==> config.mk <==
export PLATFORM = sky130hd
export DESIGN_NAME = osched_top
export DESIGN_NICKNAME = d
export VERILOG_FILES = /design/src/rtl/osched_pkg.sv /design/src/rtl/osched_queue.sv /design/src/rtl/osched_sa_table.sv /design/src/rtl/osched_pick.sv /design/src/rtl/osched_top.sv
export SDC_FILE = /design/constraint.sdc
export NUM_CORES = 2
export LEC_CHECK = 0
export BUFFER_PORTS_ARGS = -buffer_cell sky130_fd_sc_hd__buf_2
export CAP_MARGIN = 20
export CORE_ASPECT_RATIO = 1.5
export CORE_MARGIN = 1
export CORE_UTILIZATION = 35
export DETAILED_ROUTE_END_ITERATION = 16
export GPL_TIMING_DRIVEN = 1
export PLACE_DENSITY_LB_ADDON = 0.15
export RECOVER_POWER = 100
export SLEW_MARGIN = 5
export SYNTH_ARGS = -nofsm -noshare
export SYNTH_HDL_FRONTEND = slang
export SYNTH_SLANG_ARGS = --single-unit
==> constraint.sdc <==
create_clock -name clk -period 8.64 [get_ports clk]
set_input_delay 1.728 -clock clk [delete_from_list [all_inputs] [get_ports clk]]
set_output_delay 1.728 -clock clk [all_outputs]
set_load 0.02 [all_outputs]
==> src/rtl/osched_pkg.sv <==
package osched_pkg;

    typedef enum logic [1:0] {
        SA_IDLE = 2'd0,
        SA_ROW  = 2'd1,
        SA_COL  = 2'd2
    } sa_state_e;

    typedef enum logic [1:0] {
        CMD_NONE = 2'd0,
        CMD_PRE  = 2'd1,
        CMD_ACT  = 2'd2,
        CMD_RW   = 2'd3
    } cmd_kind_e;

endpackage

==> src/rtl/osched_queue.sv <==
module osched_queue #(
    parameter int DEPTH  = 16,
    parameter int BANK_W = 2,
    parameter int SUB_W  = 2,
    parameter int IDX_W  = 4,
    parameter int TAG_W  = 4
) (
    input  logic                          clk,
    input  logic                          rst_n,
    input  logic                          push,
    input  logic                          push_orient,
    input  logic [BANK_W-1:0]             push_bank,
    input  logic [SUB_W-1:0]              push_sub,
    input  logic [IDX_W-1:0]              push_idx,
    input  logic                          push_write,
    input  logic [TAG_W-1:0]              push_tag,
    input  logic                          pop,
    input  logic [$clog2(DEPTH)-1:0]      pop_sel,
    output logic [DEPTH-1:0]              q_valid,
    output logic [DEPTH-1:0]              q_orient,
    output logic [DEPTH-1:0][BANK_W-1:0]  q_bank,
    output logic [DEPTH-1:0][SUB_W-1:0]   q_sub,
    output logic [DEPTH-1:0][IDX_W-1:0]   q_idx,
    output logic [DEPTH-1:0]              q_write,
    output logic [DEPTH-1:0][TAG_W-1:0]   q_tag,
    output logic                          full
);

    localparam int CNT_W = $clog2(DEPTH + 1);
    localparam int SEL_W = $clog2(DEPTH);

    typedef struct packed {
        logic              orient;
        logic [BANK_W-1:0] bank;
        logic [SUB_W-1:0]  sub;
        logic [IDX_W-1:0]  idx;
        logic              write;
        logic [TAG_W-1:0]  tag;
    } ent_t;

    typedef struct packed {
        ent_t [DEPTH-1:0]  ent;
        logic [CNT_W-1:0]  cnt;
    } qstate_t;

    qstate_t s_d, s_q;
    logic [CNT_W-1:0] cnt_after;

    // Oldest entry sits at slot 0; removal closes the gap so slot order is age order.
    always_comb begin
        s_d       = s_q;
        cnt_after = s_q.cnt - CNT_W'(pop);
        if (pop) begin
            for (int i = 0; i < DEPTH - 1; i++) begin
                if (i >= int'(pop_sel)) begin
                    s_d.ent[i] = s_q.ent[i+1];
                end
            end
            s_d.ent[DEPTH-1] = '0;
        end
        if (push) begin
            s_d.ent[cnt_after[SEL_W-1:0]] = '{orient: push_orient, bank: push_bank,
                                              sub: push_sub, idx: push_idx,
                                              write: push_write, tag: push_tag};
        end
        s_d.cnt = cnt_after + CNT_W'(push);
    end

    always_ff @(posedge clk) begin
        if (!rst_n) begin
            s_q <= '0;
        end else begin
            s_q <= s_d;
        end
    end

    always_comb begin
        for (int i = 0; i < DEPTH; i++) begin
            q_valid[i]  = (CNT_W'(i) < s_q.cnt);
            q_orient[i] = s_q.ent[i].orient;
            q_bank[i]   = s_q.ent[i].bank;
            q_sub[i]    = s_q.ent[i].sub;
            q_idx[i]    = s_q.ent[i].idx;
            q_write[i]  = s_q.ent[i].write;
            q_tag[i]    = s_q.ent[i].tag;
        end
        full = (s_q.cnt == CNT_W'(DEPTH));
    end

    // the edge never pushes into a queue that is already full
    p_no_overflow_r2: assert property (@(posedge clk) disable iff (!rst_n)
        push |-> (s_q.cnt < CNT_W'(DEPTH)));

    // only a held entry can be removed
    p_pop_held_r7: assert property (@(posedge clk) disable iff (!rst_n)
        pop |-> (CNT_W'(pop_sel) < s_q.cnt));

endmodule

==> src/rtl/osched_sa_table.sv <==
module osched_sa_table
    import osched_pkg::*;
#(
    parameter int SA_N  = 16,
    parameter int IDX_W = 4
) (
    input  logic                         clk,
    input  logic                         rst_n,
    input  logic                         upd_en,
    input  logic [$clog2(SA_N)-1:0]      upd_addr,
    input  logic [1:0]                   upd_state,
    input  logic [IDX_W-1:0]             upd_idx,
    output logic [SA_N-1:0][1:0]         sa_st,
    output logic [SA_N-1:0][IDX_W-1:0]   sa_ix
);

    typedef struct packed {
        logic [SA_N-1:0][1:0]       st;
        logic [SA_N-1:0][IDX_W-1:0] ix;
    } tstate_t;

    tstate_t t_d, t_q;

    always_comb begin
        t_d = t_q;
        if (upd_en) begin
            t_d.st[upd_addr] = upd_state;
            t_d.ix[upd_addr] = upd_idx;
        end
    end

    always_ff @(posedge clk) begin
        if (!rst_n) begin
            t_q <= '0;
        end else begin
            t_q <= t_d;
        end
    end

    assign sa_st = t_q.st;
    assign sa_ix = t_q.ix;

    // a buffer is only opened in a subarray whose buffers are both closed
    p_open_from_idle_r4: assert property (@(posedge clk) disable iff (!rst_n)
        (upd_en && upd_state != SA_IDLE) |-> (t_q.st[upd_addr] == SA_IDLE));

    // a precharge always closes a buffer that is open
    p_close_open_r6: assert property (@(posedge clk) disable iff (!rst_n)
        (upd_en && upd_state == SA_IDLE) |-> (t_q.st[upd_addr] != SA_IDLE));

endmodule

==> src/rtl/osched_pick.sv <==
module osched_pick
    import osched_pkg::*;
#(
    parameter int DEPTH  = 16,
    parameter int BANK_W = 2,
    parameter int SUB_W  = 2,
    parameter int IDX_W  = 4
) (
    input  logic [DEPTH-1:0]                          q_valid,
    input  logic [DEPTH-1:0]                          q_orient,
    input  logic [DEPTH-1:0][BANK_W-1:0]              q_bank,
    input  logic [DEPTH-1:0][SUB_W-1:0]               q_sub,
    input  logic [DEPTH-1:0][IDX_W-1:0]               q_idx,
    input  logic [(1<<(BANK_W+SUB_W))-1:0][1:0]       sa_st,
    input  logic [(1<<(BANK_W+SUB_W))-1:0][IDX_W-1:0] sa_ix,
    output logic                                      rw_found,
    output logic [$clog2(DEPTH)-1:0]                  rw_sel,
    output logic                                      act_found,
    output logic [$clog2(DEPTH)-1:0]                  act_sel,
    output logic                                      act_pre
);

    localparam int ADDR_W = BANK_W + SUB_W;
    localparam int SEL_W  = $clog2(DEPTH);

    logic [DEPTH-1:0]             elig;
    logic [DEPTH-1:0]             hit;
    logic [DEPTH-1:0][ADDR_W-1:0] addr;
    logic [1:0]                   want;

    // An entry is eligible only when it is the oldest one for its subarray.
    always_comb begin
        for (int i = 0; i < DEPTH; i++) begin
            addr[i] = {q_bank[i], q_sub[i]};
        end
        for (int i = 0; i < DEPTH; i++) begin
            elig[i] = q_valid[i];
            for (int j = 0; j < i; j++) begin
                if (q_valid[j] && addr[j] == addr[i]) begin
                    elig[i] = 1'b0;
                end
            end
            want   = q_orient[i] ? SA_COL : SA_ROW;
            hit[i] = (sa_st[addr[i]] == want) && (sa_ix[addr[i]] == q_idx[i]);
        end
    end

    // Level one: both arbiters take the oldest candidate of their class.
    always_comb begin
        rw_found  = 1'b0;
        rw_sel    = '0;
        act_found = 1'b0;
        act_sel   = '0;
        for (int i = 0; i < DEPTH; i++) begin
            if (!rw_found && elig[i] && hit[i]) begin
                rw_found = 1'b1;
                rw_sel   = SEL_W'(i);
            end
            if (!act_found && elig[i] && !hit[i]) begin
                act_found = 1'b1;
                act_sel   = SEL_W'(i);
            end
        end
        act_pre = (sa_st[addr[act_sel]] != SA_IDLE);
    end

endmodule

==> src/rtl/osched_top.sv <==
module osched_top
    import osched_pkg::*;
#(
    parameter int DEPTH  = 16,
    parameter int BANK_W = 2,
    parameter int SUB_W  = 2,
    parameter int IDX_W  = 4,
    parameter int TAG_W  = 4,
    parameter int T_PRE  = 2,
    parameter int T_ACT  = 3,
    parameter int T_RW   = 2
) (
    input  logic              clk,
    input  logic              rst_n,
    input  logic              req_valid,
    output logic              req_ready,
    input  logic              req_orient,
    input  logic [BANK_W-1:0] req_bank,
    input  logic [SUB_W-1:0]  req_sub,
    input  logic [IDX_W-1:0]  req_idx,
    input  logic              req_write,
    input  logic [TAG_W-1:0]  req_tag,
    output logic              cmd_valid,
    output logic [1:0]        cmd_kind,
    output logic              cmd_orient,
    output logic [BANK_W-1:0] cmd_bank,
    output logic [SUB_W-1:0]  cmd_sub,
    output logic [IDX_W-1:0]  cmd_idx,
    output logic              cmd_write,
    output logic [TAG_W-1:0]  cmd_tag,
    output logic              done_valid,
    output logic [TAG_W-1:0]  done_tag
);

    localparam int ADDR_W = BANK_W + SUB_W;
    localparam int SA_N   = 1 << ADDR_W;
    localparam int SEL_W  = $clog2(DEPTH);
    localparam int T_MAX  = (T_PRE > T_ACT) ? ((T_PRE > T_RW) ? T_PRE : T_RW)
                                            : ((T_ACT > T_RW) ? T_ACT : T_RW);
    localparam int BUSY_W = $clog2(T_MAX + 1);
    localparam int GAP_W  = BUSY_W + 1;

    typedef struct packed {
        logic              cmd_valid;
        logic [1:0]        cmd_kind;
        logic              cmd_orient;
        logic [BANK_W-1:0] cmd_bank;
        logic [SUB_W-1:0]  cmd_sub;
        logic [IDX_W-1:0]  cmd_idx;
        logic              cmd_write;
        logic [TAG_W-1:0]  cmd_tag;
        logic [BUSY_W-1:0] busy;
        logic              pend;
        logic [TAG_W-1:0]  pend_tag;
        logic              done_valid;
        logic [TAG_W-1:0]  done_tag;
        logic [GAP_W-1:0]  gap;
        logic [GAP_W-1:0]  last_t;
    } ctl_t;

    ctl_t c_d, c_q;

    logic [DEPTH-1:0]             q_valid, q_orient, q_write;
    logic [DEPTH-1:0][BANK_W-1:0] q_bank;
    logic [DEPTH-1:0][SUB_W-1:0]  q_sub;
    logic [DEPTH-1:0][IDX_W-1:0]  q_idx;
    logic [DEPTH-1:0][TAG_W-1:0]  q_tag;
    logic                         q_full;
    logic [SA_N-1:0][1:0]         sa_st;
    logic [SA_N-1:0][IDX_W-1:0]   sa_ix;
    logic                         rw_found, act_found, act_pre;
    logic [SEL_W-1:0]             rw_sel, act_sel, sel;
    logic                         path_free, issue_rw, issue_act, issue;
    logic [ADDR_W-1:0]            tgt;
    logic                         push;
    logic [1:0]                   upd_state;
    logic                         older_same;

    assign req_ready = !q_full;
    assign push      = req_valid && !q_full;

    osched_queue #(
        .DEPTH(DEPTH), .BANK_W(BANK_W), .SUB_W(SUB_W), .IDX_W(IDX_W), .TAG_W(TAG_W)
    ) u_queue (
        .clk(clk), .rst_n(rst_n),
        .push(push), .push_orient(req_orient), .push_bank(req_bank),
        .push_sub(req_sub), .push_idx(req_idx), .push_write(req_write),
        .push_tag(req_tag),
        .pop(issue_rw), .pop_sel(rw_sel),
        .q_valid(q_valid), .q_orient(q_orient), .q_bank(q_bank), .q_sub(q_sub),
        .q_idx(q_idx), .q_write(q_write), .q_tag(q_tag), .full(q_full)
    );

    osched_pick #(
        .DEPTH(DEPTH), .BANK_W(BANK_W), .SUB_W(SUB_W), .IDX_W(IDX_W)
    ) u_pick (
        .q_valid(q_valid), .q_orient(q_orient), .q_bank(q_bank), .q_sub(q_sub),
        .q_idx(q_idx), .sa_st(sa_st), .sa_ix(sa_ix),
        .rw_found(rw_found), .rw_sel(rw_sel),
        .act_found(act_found), .act_sel(act_sel), .act_pre(act_pre)
    );

    // Level two: the shared path is free in the last cycle of an occupancy;
    // a read/write candidate always wins over activation work.
    assign path_free = (c_q.busy <= BUSY_W'(1));
    assign issue_rw  = path_free && rw_found;
    assign issue_act = path_free && !rw_found && act_found;
    assign issue     = issue_rw || issue_act;
    assign sel       = issue_rw ? rw_sel : act_sel;
    assign tgt       = {q_bank[sel], q_sub[sel]};
    assign upd_state = act_pre ? SA_IDLE : (q_orient[sel] ? SA_COL : SA_ROW);

    osched_sa_table #(
        .SA_N(SA_N), .IDX_W(IDX_W)
    ) u_table (
        .clk(clk), .rst_n(rst_n),
        .upd_en(issue_act), .upd_addr(tgt), .upd_state(upd_state),
        .upd_idx(q_idx[sel]),
        .sa_st(sa_st), .sa_ix(sa_ix)
    );

    always_comb begin
        c_d            = c_q;
        c_d.cmd_valid  = 1'b0;
        c_d.done_valid = 1'b0;
        if (c_q.busy != '0) begin
            c_d.busy = c_q.busy - BUSY_W'(1);
        end
        if (c_q.busy == BUSY_W'(1) && c_q.pend) begin
            c_d.done_valid = 1'b1;
            c_d.done_tag   = c_q.pend_tag;
            c_d.pend       = 1'b0;
        end
        if (c_q.gap != '1) begin
            c_d.gap = c_q.gap + GAP_W'(1);
        end
        if (issue) begin
            c_d.cmd_valid = 1'b1;
            c_d.cmd_bank  = q_bank[sel];
            c_d.cmd_sub   = q_sub[sel];
            c_d.cmd_write = q_write[sel];
            c_d.cmd_tag   = q_tag[sel];
            c_d.gap       = GAP_W'(1);
            if (issue_rw) begin
                c_d.cmd_kind   = CMD_RW;
                c_d.cmd_orient = q_orient[sel];
                c_d.cmd_idx    = q_idx[sel];
                c_d.busy       = BUSY_W'(T_RW);
                c_d.last_t     = GAP_W'(T_RW);
                c_d.pend       = 1'b1;
                c_d.pend_tag   = q_tag[sel];
            end else if (act_pre) begin
                c_d.cmd_kind   = CMD_PRE;
                c_d.cmd_orient = (sa_st[tgt] == SA_COL);
                c_d.cmd_idx    = sa_ix[tgt];
                c_d.busy       = BUSY_W'(T_PRE);
                c_d.last_t     = GAP_W'(T_PRE);
            end else begin
                c_d.cmd_kind   = CMD_ACT;
                c_d.cmd_orient = q_orient[sel];
                c_d.cmd_idx    = q_idx[sel];
                c_d.busy       = BUSY_W'(T_ACT);
                c_d.last_t     = GAP_W'(T_ACT);
            end
        end
    end

    always_ff @(posedge clk) begin
        if (!rst_n) begin
            c_q     <= '0;
            c_q.gap <= '1;
        end else begin
            c_q <= c_d;
        end
    end

    assign cmd_valid  = c_q.cmd_valid;
    assign cmd_kind   = c_q.cmd_kind;
    assign cmd_orient = c_q.cmd_orient;
    assign cmd_bank   = c_q.cmd_bank;
    assign cmd_sub    = c_q.cmd_sub;
    assign cmd_idx    = c_q.cmd_idx;
    assign cmd_write  = c_q.cmd_write;
    assign cmd_tag    = c_q.cmd_tag;
    assign done_valid = c_q.done_valid;
    assign done_tag   = c_q.done_tag;

    always_comb begin
        older_same = 1'b0;
        for (int i = 0; i < DEPTH; i++) begin
            if (i < int'(sel) && q_valid[i] && {q_bank[i], q_sub[i]} == tgt) begin
                older_same = 1'b1;
            end
        end
    end

    // a read/write is granted only on the buffer it needs
    p_rw_hits_open_r5: assert property (@(posedge clk) disable iff (!rst_n)
        issue_rw |-> (sa_st[tgt] == (q_orient[sel] ? SA_COL : SA_ROW))
                     && (sa_ix[tgt] == q_idx[sel]));

    // nothing is issued past an older request to the same subarray
    p_same_sub_serial_r7: assert property (@(posedge clk) disable iff (!rst_n)
        issue |-> !older_same);

    // a new command waits out the occupancy of the previous one
    p_path_gap_r11: assert property (@(posedge clk) disable iff (!rst_n)
        issue |-> (c_q.gap >= c_q.last_t));

    // a completion always follows a pending read/write
    p_done_follows_rw_r12: assert property (@(posedge clk) disable iff (!rst_n)
        c_q.done_valid |-> $past(c_q.pend));

endmodule

* After elaboration in Yosys (flattened, before gate mapping)
Cells that the tools add are included.
** Operators by class
- $add $sub $neg :: 3
- $lt $le $gt $ge :: 55
- Equality and inequality tests :: 155
- Multiplexer cells :: 322
- Reduce and logical (&&, ||, !) cells :: 258
** Operators by type and width (number)
- 4-bit equality test :: 136
- 224-bit 2-to-1 mux :: 2
- 4-bit binary-select mux with 4-bit select :: 20
- 224-bit bitwise mux :: 1
- 14-bit 2-to-1 mux :: 16
- 1-bit logical AND :: 205
- 2-bit binary-select mux with 4-bit select :: 20
- 4-bit 2-to-1 mux :: 40
- 1-bit 2-to-1 mux :: 159
- 4-bit by 5-bit less-than comparator with 1-bit output, second input constant :: 21
- 2-bit 2-to-1 mux :: 44
- 64-bit bitwise mux :: 1
- 14-bit demux with 4-bit select :: 1
- 1-bit zero test :: 48
- 4-bit by 5-bit less-than comparator with 1-bit output, first input constant :: 8
- 32-bit bitwise mux :: 1
- 2-bit equality test :: 16
- 3-bit 2-to-1 mux :: 10
- 4-bit greater-or-equal comparator, first input constant :: 7
- 24-bit 2-to-1 mux :: 1
- 3-bit by 5-bit less-than comparator with 1-bit output, first input constant :: 4
- 4-bit demux with 4-bit select :: 1
- 3-bit by 4-bit greater-or-equal comparator with 1-bit output, first input constant :: 4
- 1-bit by 5-bit less-than comparator with 1-bit output, first input constant :: 2
- 17 further kinds :: 25
** Word-level totals
- Register bits after elaboration :: 354
- Input port bits :: 17
- Word-level logic and storage cells :: 935

* Logic depth before layout (Yosys ltp)
- Word-level depth :: 76
- Mapped depth :: 30
- Depth with buffers taken out :: 20

* Cells and area by module
Synthesis repeated with hierarchy kept, for this count alone.
** Unflattened totals
- Cell total of the unflattened synthesis :: 5191
- Area total of the unflattened synthesis :: 44963.1 um^2
** Modules (own cells, without submodules)
- osched_pick :: instances 1, cells each 2453, area an instance 22268.9 um^2
- osched_queue :: instances 1, cells each 1660, area an instance 14510.2 um^2
- osched_top :: instances 1, cells each 739, area an instance 4682.0 um^2
- osched_sa_table :: instances 1, cells each 339, area an instance 3502.1 um^2

* Least setup slack after synthesis
Ideal clock, no wire load.
- Kind :: register -> register
- Start :: reg u_queue.s_q, in the netlist u_queue.q_sub[6]
- End :: reg u_table.t_q, in the netlist u_table.sa_ix[18]
- Arrival :: 5452 ps
- Data required time :: 8512 ps
- Setup slack :: 3060 ps
- Cell stages (with the launch flop) :: 25
- Period minus slack after synthesis :: 5580 ps
- Cells stage by stage :: dfxtp_1 > buf_2 > buf_2 > mux4_2 > mux4_2 > xnor2_1 > nand2_1 > nor3_1 > nor4_4 > and2_1 > buf_2 > and2_1 > buf_2 > o32a_1 > buf_2 > a211oi_1 > a21oi_1 > a211oi_4 > nor2_4 > or3_1 > buf_4 > nor2b_4 > buf_6 > mux2i_1 > nor2_1
** On the way
- Word-level cells in the longest chain between the ends :: 65
- Elaborated cells between the ends (all ways) :: 264
** Ends and longest elaborated chain
- start, declared :: line osched_queue.sv:46 : qstate_t s_d, s_q;
- start signal, assigned :: line osched_queue.sv:71 : s_q <= '0;
- start signal, assigned :: line osched_queue.sv:73 : s_q <= s_d;
- branches (longest 65 deep; another with 4-bit binary-select mux with 4-bit select)
- end signal, assigned :: line osched_sa_table.sv:36 : t_q <= t_d;
- end, declared :: line osched_sa_table.sv:22 : tstate_t t_d, t_q;
Several ways; the timed one is not identified. The select of a mux whose other input is x is not followed.
A chain may end at the register's enable or synchronous reset.

* Worst setup path after layout
- Start :: reg u_queue.s_q, in the netlist u_queue.q_bank[28]
- End :: reg c_q, in the netlist cmd_orient
** On the way
- Word-level cells in the longest chain between the ends :: 32
- Elaborated cells between the ends (all ways) :: 93
** Ends and longest elaborated chain
- 4-bit equality test :: line osched_pick.sv:39 : if (q_valid[j] && addr[j] == addr[i]) begin
- 1-bit logical AND :: line osched_pick.sv:39
- 1-bit 2-to-1 mux (14 in series) :: line osched_pick.sv:39
- 1-bit logical AND (2 in series) :: line osched_pick.sv:55 : if (!rw_found && elig[i] && hit[i]) begin
- 1-bit 2-to-1 mux :: line osched_pick.sv:55
- 1-bit zero test :: line osched_pick.sv:55
- 1-bit logical AND (2 in series) :: line osched_pick.sv:55
- 1-bit 2-to-1 mux :: line osched_pick.sv:55
- 1-bit logical AND :: line osched_top.sv:106 : assign issue_rw = path_free && rw_found;
- 4-bit 2-to-1 mux :: line osched_top.sv:109 : assign sel = issue_rw ? rw_sel : act_sel;
- 2-bit binary-select mux with 4-bit select :: line osched_top.sv:110 : assign tgt = {q_bank[sel], q_sub[sel]};
- 2-bit 2-to-1 mux (not written as such) :: line osched_top.sv:110
- 2-bit binary-select mux with 4-bit select :: line osched_top.sv:154 : c_d.cmd_orient = (sa_st[tgt] == SA_COL);
- 2-bit 2-to-1 mux (not written as such) :: line osched_top.sv:154
- 2-bit equality test :: line osched_top.sv:154
- 3-bit 2-to-1 mux :: line osched_top.sv:152 : end else if (act_pre) begin
- 3-bit 2-to-1 mux :: line osched_top.sv:144 : if (issue_rw) begin
- end, declared :: line osched_top.sv:61 : ctl_t c_d, c_q;
Parallel ways exist; a longest one is shown, timed or not. The select of a mux whose other input is x is not followed.

==> flow_summary.json <==
{
  "clockBufferDepth": 3,
  "power_mw": 8.25,
  "drive_above_1_share": 0.207,
  "cp_max_fo": 26,
  "path_common_cell": "buf_4",
  "hold_viol": 0,
  "synth_top_area_frac": 0.184,
  "ys_seq_area_frac": 0.172,
  "vias_per_cell": 6.79,
  "synth_enable_flop_cells": 0,
  "grt_pass1_vias": 37700,
  "min_to": "c_q[13]$_SDFFE_PN0P_",
  "syn_nets": 4560,
  "fmax_mhz": 117,
  "drt_iter0_drc": 5279,
  "clock_latency_ns": 0.63,
  "cp_cell_sequence": "mux4_2 > mux2i_1 > a21oi_1 > nand4_1 > a2111oi_0 > buf_4 > a21boi_1 > o211a_1 > o2111ai_2 > nand2_2 > buf_4 > mux2i_1 > a2111o_1 > nand4_1 > mux2_2 > o2bb2a_1 > and4_1 > a41oi_1 > buf_4 > and2_1 > nand2b_1 > a31oi_1",
  "fin_setup_tns_ns": 0,
  "avgSynthCellArea_sq_um": 9.07,
  "ioPinCount": 40,
  "fin_util": 0.377,
  "cts_inserted_buffers": 42,
  "ys_ff_latch": 354,
  "power_density_mw_per_mm2": 188,
  "min_from": "c_q[13]$_SDFFE_PN0P_",
  "die_y_um": 422,
  "finalCriticalPeriod_ns": 8.52,
  "highest-signal-layer": "met5",
  "skew_ns": 0.0426,
  "grt-ovfl-total": 0,
  "yosys-top-cells-area": "mux4_2 (18%), dfxtp_1 (17%), mux2i_1 (15%), xnor2_1 (7.9%), xor2_1 (4.0%)",
  "post-dp-hpwl_um": 155000,
  "placementRows": 153,
  "initial_core_util": 0.354,
  "synthCells": 4537,
  "wl_met3_um": 23800,
  "num_vias": 39800,
  "track_usage": 0.368,
  "max-slew-margin-rel": -0.785,
  "synth_area_sq_mm": 0.0412,
  "root_buffer": "clkbuf_16",
  "fin_cells": 5869,
  "met1_length_um": 80200,
  "critPathKind": "flop to flop",
  "drtAntennaViolNets": 0,
  "cts_resized": 0,
  "hold_class": "flop to flop",
  "dieArea_sq_mm": 0.119,
  "rr_worst_depth": 22,
  "core-area_sq_mm": 0.116,
  "portBuffers": 39,
  "worstReg2RegEnd": "cmd_orient$_SDFFE_PN0N_",
  "grt_max_degree": 143,
  "cp-end-kind": "flop",
  "areaGrowthSynthToFinish_pct": 6.50,
  "cp-start-kind": "flop",
  "nNetsFinal": 4304,
  "status": "finished, violations left",
  "setup_violations": 0,
  "ir_worst_vdd_v": 0.000135,
  "whs_ns": 0.456,
  "whs_path_depth": 2,
  "ys.flop_type": "dfxtp_1",
  "max_stage_delay_ns": 0.94,
  "antenna_found_initial": 18,
  "cp.required_ns": 9.10,
  "drt-pass1-iter-count": 6,
  "tightest_slew_ns": 2.68,
  "cp.arrival_ns": 8.98,
  "rrSetupSlack_ns": 0.12,
  "cap_violations": 10,
  "drc": 0,
  "synth_top_cell_by_area": "mux4_2",
  "wl_per_cell_um": 38.1,
  "synthArstFlopShare": 0,
  "grt_first_pass_wirelength_um": 309000,
  "clk_pin_slew_ns": 0.06,
  "r2r-start": "u_queue.q_bank[28]$_SDFF_PN0_",
  "violations": "capacitance limit, slew limit",
  "routed_wl_um": 224000,
  "gp_congestion": 1.04,
  "cts_tree": "built",
  "final_max_slew_viol_count": 413,
  "rsz0062_at_grt": "false",
  "yosysWarnings": 0,
  "dr_wl_met2_um": 98600,
  "cts_sinks": 354,
  "placedCellCount": 5785,
  "post_cts_buffers": 0,
  "yosysUniqueCellTypes": 106,
  "cp_slowest_cell": "dfxtp_2",
  "hold_buffers": 0,
  "p_leak_nw": 15.5,
  "min_period_over_period": 0.986,
  "htreeDepth": 2,
  "chipWidth_um": 282
}
## registers in the layout, summed over array words and instances (netlist names), 4 cells and up
name	flops
cmd_tag	4
cmd_idx	4
u_queue.q_write	16
u_queue.s_q	5
u_queue.q_orient	16
u_queue.q_tag	64
u_queue.q_idx	64
done_tag	4
u_queue.q_sub	32
u_queue.q_bank	32
c_q	7
u_table.sa_st	32
u_table.sa_ix	64
## per-layer routing
metal  up-vias  track usage
met5         -            0
met4        22        0.277
met3       839       0.0998
met2      2743        0.563
met1     20100        0.437
li1      16200            -
## synth_stat cells, types with 37 or more instances
| library cell | count |
|---|---|
| buf_2 | 168 |
| o211ai_1 | 38 |
| inv_1 | 44 |
| xnor2_1 | 369 |
| dfxtp_1 | 354 |
| nor4_1 | 40 |
| o21ai_0 | 76 |
| nand4_1 | 97 |
| a211oi_1 | 177 |
| buf_4 | 113 |
| nor2b_1 | 38 |
| o211a_1 | 57 |
| nand3_1 | 113 |
| buf_1 | 37 |
| a21oi_1 | 107 |
| xor2_1 | 190 |
| clkbuf_1 | 282 |
| mux2i_1 | 611 |
| nor3_1 | 58 |
| nand2_1 | 350 |
| and3_1 | 53 |
| nor2_1 | 308 |
| mux4_2 | 337 |
| mux2_2 | 78 |
## cells in the final DEF (no fill, tap or decap), drive strengths merged, types with 13 or more instances in the layout
cell type	instances
a211oi	179
o22ai	31
or3	14
mux4	337
nor2b	39
mux2	89
buf	284
a41oi	13
inv	53
a311oi	22
xor2	190
and3	54
nor4	45
nor2	316
xnor2	369
a22oi	19
o211ai	38
o211a	57
and2	24
nand2	351
mux2i	612
nor3	58
nand4	97
a31oi	30
clkbuf	99
dfxtp	354
a21oi	107
or2	14
nand3	114
nand2b	19
o21ai	86
## cells by family after synthesis
family,synth area share
DFF,0.172
and+or+nand+nor,0.142
adders and majority gates,0.00182
xor gates and xnor gates,0.119
AOI/OAI and AO/OA,0.125
buffers and inverters,0.0821
muxes,0.358
## cell type report
type | instances | area [sq um]
clock inverters | 19 | 223
flip-flops and latches | 354 | 7170
multi-input cells | 3504 | 30700
inverters | 53 | 203
diodes | 6 | 15.0
repair buffers | 326 | 2410
fillers | 11900 | 72400
clock buffers | 57 | 1170
well taps | 1550 | 1940
## metrics by stage
stage / worst slack, ns / cell area (sq um)
finish: 0.119 / 43800
global route: 0.0782 / 43800
CTS: 0.858 / 44000
detailed placement: 0.910 / 42600
global placement: 0.808 / 42500
floorplan: 3.06 / 41200
## power breakdown
group | internal (mW) | total, mW | switching (mW)
Clock | 1.08 | 1.92 | 0.841
Sequential | 1.76 | 2.17 | 0.412
Combinational | 1.52 | 4.17 | 2.66
Total | 4.35 | 8.25 | 3.91
## how the worst max path moves through the flow
| stage | start | slack (ns) | depth (start not counted) | to |
|---|---|---|---|---|
| after floorplan | u_queue.q_sub[6]$_SDFF_PN0_ | 3.06 | 24 | u_table.sa_ix[18]$_SDFFE_PN0P_ |
| after global placement | u_queue.q_bank[14]$_SDFF_PN0_ | 0.81 | 20 | cmd_orient$_SDFFE_PN0N_ |
| after detailed placement | u_queue.q_bank[4]$_SDFF_PN0_ | 0.91 | 22 | cmd_orient$_SDFFE_PN0N_ |
| after CTS | u_queue.q_bank[4]$_SDFF_PN0_ | 0.86 | 22 | cmd_orient$_SDFFE_PN0N_ |
| after global routing | u_queue.q_bank[28]$_SDFF_PN0_ | 0.08 | 22 | cmd_orient$_SDFFE_PN0N_ |
| final | u_queue.q_bank[28]$_SDFF_PN0_ | 0.12 | 22 | cmd_orient$_SDFFE_PN0N_ |
## worst max-delay path: cells and delay by family (launching register included)
| kind | cells | cell delay [ns] |
|---|---|---|
| compound gates | 9 | 3.34 |
| simple gates | 6 | 2.20 |
| mux | 4 | 0.98 |
| flops | 1 | 0.94 |
| buf+inv | 3 | 0.83 |
(Power assumes the default switching activity.)
